$ cat src/rtl/i2crb_pkg.sv
package i2crb_pkg;
   typedef enum logic [2:0] {
      PH_IDLE,
      PH_RECV,
      PH_ACK_OUT,
      PH_SEND,
      PH_ACK_IN
   } phase_t;

   typedef enum logic [1:0] {
      BY_DEVADDR,
      BY_POINTER,
      BY_PAYLOAD
   } byte_kind_t;
endpackage

$ cat src/rtl/i2crb_sync.sv
module i2crb_sync #(
   parameter int STAGES = 2
) (
   input  logic clk,
   input  logic rst_n,
   input  logic scl_i,
   input  logic sda_i,
   output logic scl_s,
   output logic sda_s,
   output logic scl_rise,
   output logic scl_fall,
   output logic start_det,
   output logic stop_det
);
   if (STAGES < 2) begin : g_bad_stages
      $error("i2crb_sync: STAGES must be at least 2");
   end

   logic [1:0] chain [STAGES];
   logic       scl_prev, sda_prev;

   for (genvar s = 0; s < STAGES; s++) begin : g_stage
      if (s == 0) begin : g_first
         always_ff @(posedge clk or negedge rst_n)
            if (!rst_n) chain[s] <= 2'b11;
            else        chain[s] <= {scl_i, sda_i};
      end else begin : g_next
         always_ff @(posedge clk or negedge rst_n)
            if (!rst_n) chain[s] <= 2'b11;
            else        chain[s] <= chain[s-1];
      end
   end

   assign scl_s = chain[STAGES-1][1];
   assign sda_s = chain[STAGES-1][0];

   always_ff @(posedge clk or negedge rst_n) begin
      if (!rst_n) begin
         scl_prev <= 1'b1;
         sda_prev <= 1'b1;
      end else begin
         scl_prev <= scl_s;
         sda_prev <= sda_s;
      end
   end

   assign scl_rise  = scl_s & ~scl_prev;
   assign scl_fall  = ~scl_s & scl_prev;
   assign start_det = scl_s & scl_prev & sda_prev & ~sda_s;
   assign stop_det  = scl_s & scl_prev & ~sda_prev & sda_s;
endmodule

$ cat src/rtl/i2crb_regs.sv
module i2crb_regs #(
   parameter int NUM_REGS = 7,
   parameter int DATA_W   = 8,
   parameter int PTR_W    = 5
) (
   input  logic                       clk,
   input  logic                       rst_n,
   input  logic                       wr_en,
   input  logic [PTR_W-1:0]           wr_addr,
   input  logic [DATA_W-1:0]          wr_data,
   input  logic [PTR_W-1:0]           rd_addr,
   output logic [DATA_W-1:0]          rd_data,
   output logic [NUM_REGS*DATA_W-1:0] regs_flat
);
   if (NUM_REGS > (1 << PTR_W)) begin : g_bad_depth
      $error("i2crb_regs: NUM_REGS exceeds the pointer range");
   end

   for (genvar k = 0; k < NUM_REGS; k++) begin : g_reg
      logic [DATA_W-1:0] q;
      always_ff @(posedge clk or negedge rst_n) begin
         if (!rst_n)                                 q <= '0;
         else if (wr_en && wr_addr == PTR_W'(k))     q <= wr_data;
      end
      assign regs_flat[k*DATA_W +: DATA_W] = q;
   end

   always_comb begin
      rd_data = '0;
      for (int k = 0; k < NUM_REGS; k++)
         if (rd_addr == PTR_W'(k)) rd_data = regs_flat[k*DATA_W +: DATA_W];
   end
endmodule

$ cat src/rtl/i2crb_engine.sv
module i2crb_engine
   import i2crb_pkg::*;
#(
   parameter int          NUM_REGS = 7,
   parameter int          PTR_W    = 5,
   parameter logic [6:0]  DEV_ADDR = 7'h2C
) (
   input  logic             clk,
   input  logic             rst_n,
   input  logic             sda_s,
   input  logic             scl_rise,
   input  logic             scl_fall,
   input  logic             start_det,
   input  logic             stop_det,
   input  logic [7:0]       rd_data,
   output logic [PTR_W-1:0] ptr,
   output logic             wr_en,
   output logic [PTR_W-1:0] wr_addr,
   output logic [7:0]       wr_data,
   output logic             sda_oe
);
   localparam logic [PTR_W-1:0] LAST = PTR_W'(NUM_REGS - 1);

   if (PTR_W > 8) begin : g_bad_ptr
      $error("i2crb_engine: PTR_W must fit in one byte");
   end

   phase_t     phase;
   byte_kind_t kind;
   logic [2:0] bitcnt;
   logic [7:0] shreg;
   logic       full;
   logic       rw;
   logic       nack;

   function automatic logic [PTR_W-1:0] step(input logic [PTR_W-1:0] p);
      return (p == LAST) ? '0 : p + PTR_W'(1);
   endfunction

   always_ff @(posedge clk or negedge rst_n) begin
      if (!rst_n) begin
         phase   <= PH_IDLE;
         kind    <= BY_DEVADDR;
         bitcnt  <= '0;
         shreg   <= '0;
         full    <= 1'b0;
         rw      <= 1'b0;
         nack    <= 1'b0;
         ptr     <= '0;
         wr_en   <= 1'b0;
         wr_addr <= '0;
         wr_data <= '0;
         sda_oe  <= 1'b0;
      end else begin
         wr_en <= 1'b0;
         if (start_det) begin
            phase  <= PH_RECV;
            kind   <= BY_DEVADDR;
            bitcnt <= '0;
            full   <= 1'b0;
            sda_oe <= 1'b0;
         end else if (stop_det) begin
            phase  <= PH_IDLE;
            full   <= 1'b0;
            sda_oe <= 1'b0;
         end else begin
            unique case (phase)
               PH_IDLE: ;
               PH_RECV: begin
                  if (scl_rise && !full) begin
                     shreg  <= {shreg[6:0], sda_s};
                     bitcnt <= bitcnt + 3'd1;
                     if (bitcnt == 3'd7) full <= 1'b1;
                  end else if (scl_fall && full) begin
                     full <= 1'b0;
                     unique case (kind)
                        BY_DEVADDR: begin
                           if (shreg[7:1] == DEV_ADDR) begin
                              rw     <= shreg[0];
                              sda_oe <= 1'b1;
                              phase  <= PH_ACK_OUT;
                           end else begin
                              phase  <= PH_IDLE;
                           end
                        end
                        BY_POINTER: begin
                           ptr    <= shreg[PTR_W-1:0];
                           sda_oe <= 1'b1;
                           phase  <= PH_ACK_OUT;
                        end
                        default: begin
                           wr_en   <= 1'b1;
                           wr_addr <= ptr;
                           wr_data <= shreg;
                           ptr     <= step(ptr);
                           sda_oe  <= 1'b1;
                           phase   <= PH_ACK_OUT;
                        end
                     endcase
                  end
               end
               PH_ACK_OUT: begin
                  if (scl_fall) begin
                     bitcnt <= '0;
                     if (kind == BY_DEVADDR && rw) begin
                        shreg  <= rd_data;
                        sda_oe <= ~rd_data[7];
                        ptr    <= step(ptr);
                        phase  <= PH_SEND;
                     end else begin
                        sda_oe <= 1'b0;
                        phase  <= PH_RECV;
                        kind   <= (kind == BY_DEVADDR) ? BY_POINTER : BY_PAYLOAD;
                     end
                  end
               end
               PH_SEND: begin
                  if (scl_fall) begin
                     if (bitcnt == 3'd7) begin
                        sda_oe <= 1'b0;
                        phase  <= PH_ACK_IN;
                     end else begin
                        bitcnt <= bitcnt + 3'd1;
                        shreg  <= {shreg[6:0], 1'b0};
                        sda_oe <= ~shreg[6];
                     end
                  end
               end
               PH_ACK_IN: begin
                  if (scl_rise) begin
                     nack <= sda_s;
                  end else if (scl_fall) begin
                     bitcnt <= '0;
                     if (nack) begin
                        phase <= PH_IDLE;
                     end else begin
                        shreg  <= rd_data;
                        sda_oe <= ~rd_data[7];
                        ptr    <= step(ptr);
                        phase  <= PH_SEND;
                     end
                  end
               end
               default: phase <= PH_IDLE;
            endcase
         end
      end
   end
endmodule

$ cat src/rtl/i2c_regbank.sv
module i2c_regbank #(
   parameter int          NUM_REGS    = 7,
   parameter int          PTR_W       = 5,
   parameter int          SYNC_STAGES = 2,
   parameter logic [6:0]  DEV_ADDR    = 7'h2C
) (
   input  logic                  clk,
   input  logic                  rst_n,
   input  logic                  scl_i,
   input  logic                  sda_i,
   output logic                  sda_oe,
   output logic [NUM_REGS*8-1:0] regs_o
);
   localparam int DATA_W = 8;

   if (NUM_REGS < 1) begin : g_bad_regs
      $error("i2c_regbank: NUM_REGS must be positive");
   end

   logic             scl_s, sda_s, scl_rise, scl_fall, start_det, stop_det;
   logic [PTR_W-1:0] ptr, wr_addr;
   logic             wr_en;
   logic [7:0]       wr_data, rd_data;

   i2crb_sync #(.STAGES(SYNC_STAGES)) u_sync (
      .clk(clk), .rst_n(rst_n), .scl_i(scl_i), .sda_i(sda_i),
      .scl_s(scl_s), .sda_s(sda_s), .scl_rise(scl_rise), .scl_fall(scl_fall),
      .start_det(start_det), .stop_det(stop_det)
   );

   i2crb_engine #(.NUM_REGS(NUM_REGS), .PTR_W(PTR_W), .DEV_ADDR(DEV_ADDR)) u_engine (
      .clk(clk), .rst_n(rst_n), .sda_s(sda_s), .scl_rise(scl_rise), .scl_fall(scl_fall),
      .start_det(start_det), .stop_det(stop_det), .rd_data(rd_data), .ptr(ptr),
      .wr_en(wr_en), .wr_addr(wr_addr), .wr_data(wr_data), .sda_oe(sda_oe)
   );

   i2crb_regs #(.NUM_REGS(NUM_REGS), .DATA_W(DATA_W), .PTR_W(PTR_W)) u_regs (
      .clk(clk), .rst_n(rst_n), .wr_en(wr_en), .wr_addr(wr_addr), .wr_data(wr_data),
      .rd_addr(ptr), .rd_data(rd_data), .regs_flat(regs_o)
   );
endmodule

$ cat config.mk
export PLATFORM = sky130hd
export DESIGN_NAME = i2c_regbank
export DESIGN_NICKNAME = d
export VERILOG_FILES = /design/src/rtl/i2crb_pkg.sv /design/src/rtl/i2crb_sync.sv /design/src/rtl/i2crb_regs.sv /design/src/rtl/i2crb_engine.sv /design/src/rtl/i2c_regbank.sv
export SDC_FILE = /design/constraint.sdc
export NUM_CORES = 1
export LEC_CHECK = 0
export CORE_MARGIN = 2
export CORE_UTILIZATION = 47
export DETAILED_ROUTE_END_ITERATION = 10
export PLACE_DENSITY_LB_ADDON = 0.12
export SLEW_MARGIN = 20
export SYNTH_ARGS = -nofsm -noshare
export SYNTH_HDL_FRONTEND = slang
export SYNTH_SLANG_ARGS = --single-unit
$ cat constraint.sdc
create_clock -name clk -period 2.8 [get_ports clk]
set_input_delay 0.56 -clock clk [delete_from_list [all_inputs] [get_ports clk]]
set_output_delay 0.56 -clock clk [all_outputs]
set_load 0.005 [all_outputs]
==> impl_results.md <==
- Leading area contributor after synthesis: dfrtp_1
- CTS H-tree depth: 3
- Ranking of synthesized cells by area: dfrtp_1 (47%), mux2_2 (16%), a21oi_1 (4.4%)
- Layout cells sized above 1: 0.246
- Crit share post-route: 0.854
- First-pass GRT wire length: around 22000 um
- Largest net degree at the start of global routing: 69
- Yosys cell types: 61
- Internal power: 2.33 mW
- Drt wl/cell: 20.5 um
- Placed cell area: 5850 um^2
- Worst Skew: 9.55 ps
- Setup crit start kind: register
- Top FF cell, synth: dfrtp_1
- CTS tree: done
- Vias per Instance: 5.89
- Hold_buf cts: 0
- Post-Syn Nets: 467
- Peak supply drop: 0.000305 V
- Most instantiated cells after synthesis: dfrtp_1 (95), mux2_2 (74), a21oi_1 (45)
- HP Class: in2async
- Worst slew margin relative to its limit: 0.409
- Count of standard-cell rows: 38
- Area Growth Syn to Fin: 18.0%
- Synth warn: 0
- Synth async-reset ratio: 1.00
- Sequential-to-total area share from yosys stat: 0.496
- Final Cell Area: 6030 um^2
- Die height: 108 um
- Final hold vios: 0
- Endpoints failing setup: 0
- Post-CTS setup buffer count: 0
- Vias in the first global route: roughly 3.9k
- Number of remaining DRC errors: 0
- Initial antenna violation count: 0
- All-layer global routing usage: 0.248
- Initial Utilization: 0.476
- Synth top area share: 0.465
- First-pass DRT Iterations: 5
- Root buffer cell: clkbuf_8
- DRT antenna net count: 0
- Area of the mapped netlist: 5110 um^2
- Die Area: 11700 um^2
- Clock-pin slew on the worst setup and hold paths: 100 ps
- DR vias: 3893
- Setup crit end kind: register
- Data required, critical path: 3060 ps
- Avg Inst Size Synth: 11.2 um^2
- Clock Sinks: between 100 and 150
- RSZ-0062 raised after global routing: false
- Max-cap violations: 0
- Starting DRT DRC Count: 322
- Status: finished, final reports clean
- Gr ovfl total: 0
- Worst-Skew Late Latency: 370 ps
- Fin. max-slew vios: 0
- I/O pin cnt: 61
- Max frequency: approximately 0.42 GHz
- Critical path data arrival time: 2650 ps
- Cts bufs inserted: 9
- Most common cell in the netlist: dfrtp_1
- Synth Instances: 457
- DIE WIDTH: 108 um
- Clock period minus worst slack: 2390 ps
- HPWL after DPL: 9540 um
- Seq pwr share: 0.491
- Clock buffer depth: 2
- Filler Cell Count: 977
- Placer Congestion: 0.895
- Psw: roughly 1.3 mW
- Post-cts sizing count: 0
- Logic gate share of total power: 0.266
- ANT cells: 0
- Power share of the clock group: 0.243
- Nets: 526
- Worst slew pin tran: 887 ps
- Max FO, Critical Path: 18
- Pwr dens: 606 nW/um^2
- Post-synthesis register bit count: 101
- Port buffer count: 60
- Final WL: ~14000 um
- Net Sw Frac: 0.361
- Final setup TNS: 0 ps
- Crit Path Class: reg2reg
- P_leak: 2.65 nW
- EDFF count, synth: 0
- Core area: 10700 um^2
worst paths after layout:
path / cells past startpoint / slack, ps / start / to
min in group clk: 0 / 370 / u_sync.chain[2] / u_sync.sda_s
worst max-delay path: 7 / 410 / u_engine.ptr[1] / u_engine.shreg[0]
worst min-delay path: 1 / 280 / rst_n / u_engine.wr_addr[1]
max in group asynchronous: 2 / 1730 / rst_n / u_engine.wr_addr[3]
worst max register to register: 7 / 410 / u_engine.ptr[1] / u_engine.shreg[0]
worst min register to register: 0 / 370 / u_sync.chain[2] / u_sync.sda_s
flip-flops by register name, indices dropped and copies added (netlist names):
register          cells
u_engine.shreg        8
u_engine.phase        3
u_engine.sda_oe       1
u_regs.g.q           56
u_engine.bitcnt       3
u_engine.full         1
u_sync.scl_s          1
u_sync.sda_s          1
u_sync.chain          2
u_engine.wr_en        1
u_sync.sda_prev       1
u_engine.kind         2
u_engine.rw           1
u_engine.ptr          5
u_engine.wr_addr      5
u_engine.nack         1
u_sync.scl_prev       1
u_engine.wr_data      8
worst max-delay path, stage by stage (launching register included):
cell	delay, ps
dfrtp_1	450
inv_1	110
ha_1	590
a211o_1	400
a21oi_1	70
a211oi_1	250
o21ai_0	140
mux2_1	280
power by group through the flow:
stage,Sequential (mW),Clock (mW),Combinational [mW]
floorplan,1.70,0,0.805
global placement,1.81,0,0.939
detailed placement,1.82,0,0.961
CTS,1.79,0.908,0.965
global route,1.81,0.970,1.09
finish,1.79,0.887,0.973
metal layers:
layer	global-route usage	share of wire
met5	0	0
met4	0.0559	0.012
met3	0.0464	0.059
met2	0.375	0.47
met1	0.371	0.46
layout make-up:
| type | instances | area, um^2 | share of cell area |
|---|---|---|---|
| Sequential cell | 101 | 2530 | 0.420 |
| Multi-Input combinational cell | 316 | 2400 | 0.397 |
| Timing Repair Buffer | 71 | 681 | 0.113 |
| Tap cell | 140 | 175 | 0.0290 |
| Clock buffer | 10 | 128 | 0.0211 |
| Inverter | 17 | 63.8 | 0.0106 |
| Clock inverter | 6 | 55.1 | 0.00912 |
cells by family after synthesis:
| kind of cell | after synthesis | share of synthesized area |
|---|---|---|
| adders and majority gates | 6 | 0.0147 |
| DFF | 101 | 0.496 |
| and+or+nand+nor | 115 | 0.130 |
| xor gates and xnor gates | 1 | 0.00318 |
| AOI/OAI and AO/OA | 113 | 0.143 |
| buffers and inverters | 40 | 0.0352 |
| muxes | 81 | 0.178 |
stage by stage:
| step | power, mW | std cells | worst slack [ps] | hold slack [ps] | util |
|---|---|---|---|---|---|
| 2_1_floorplan | 2.50 | 457 | 881 | 264 | - |
| 3_3_place_gp | 2.75 | 645 | 570 | 346 | 0.545 |
| 3_5_place_dp | 2.78 | 645 | 455 | 350 | 0.545 |
| 4_1_cts | 3.66 | 661 | 442 | 329 | 0.562 |
| 5_1_grt | 3.87 | 661 | 261 | 348 | 0.562 |
| 6_report | 3.65 | 661 | 408 | 282 | 0.562 |
cells in the final DEF, fill, tap and decap left out, types with 8 or more instances in the layout:
cell type	instances
buf_4	12
nand3_1	16
a31oi_1	10
a21oi_1	45
o22ai_1	8
nor2_1	23
nand2_1	17
nand3b_1	11
mux2_2	74
dfrtp_1	95
inv_1	17
o21ai_0	18
clkbuf_8	9
clkdlybuf4s50_1	59
Power figures use the tool's default switching activity.
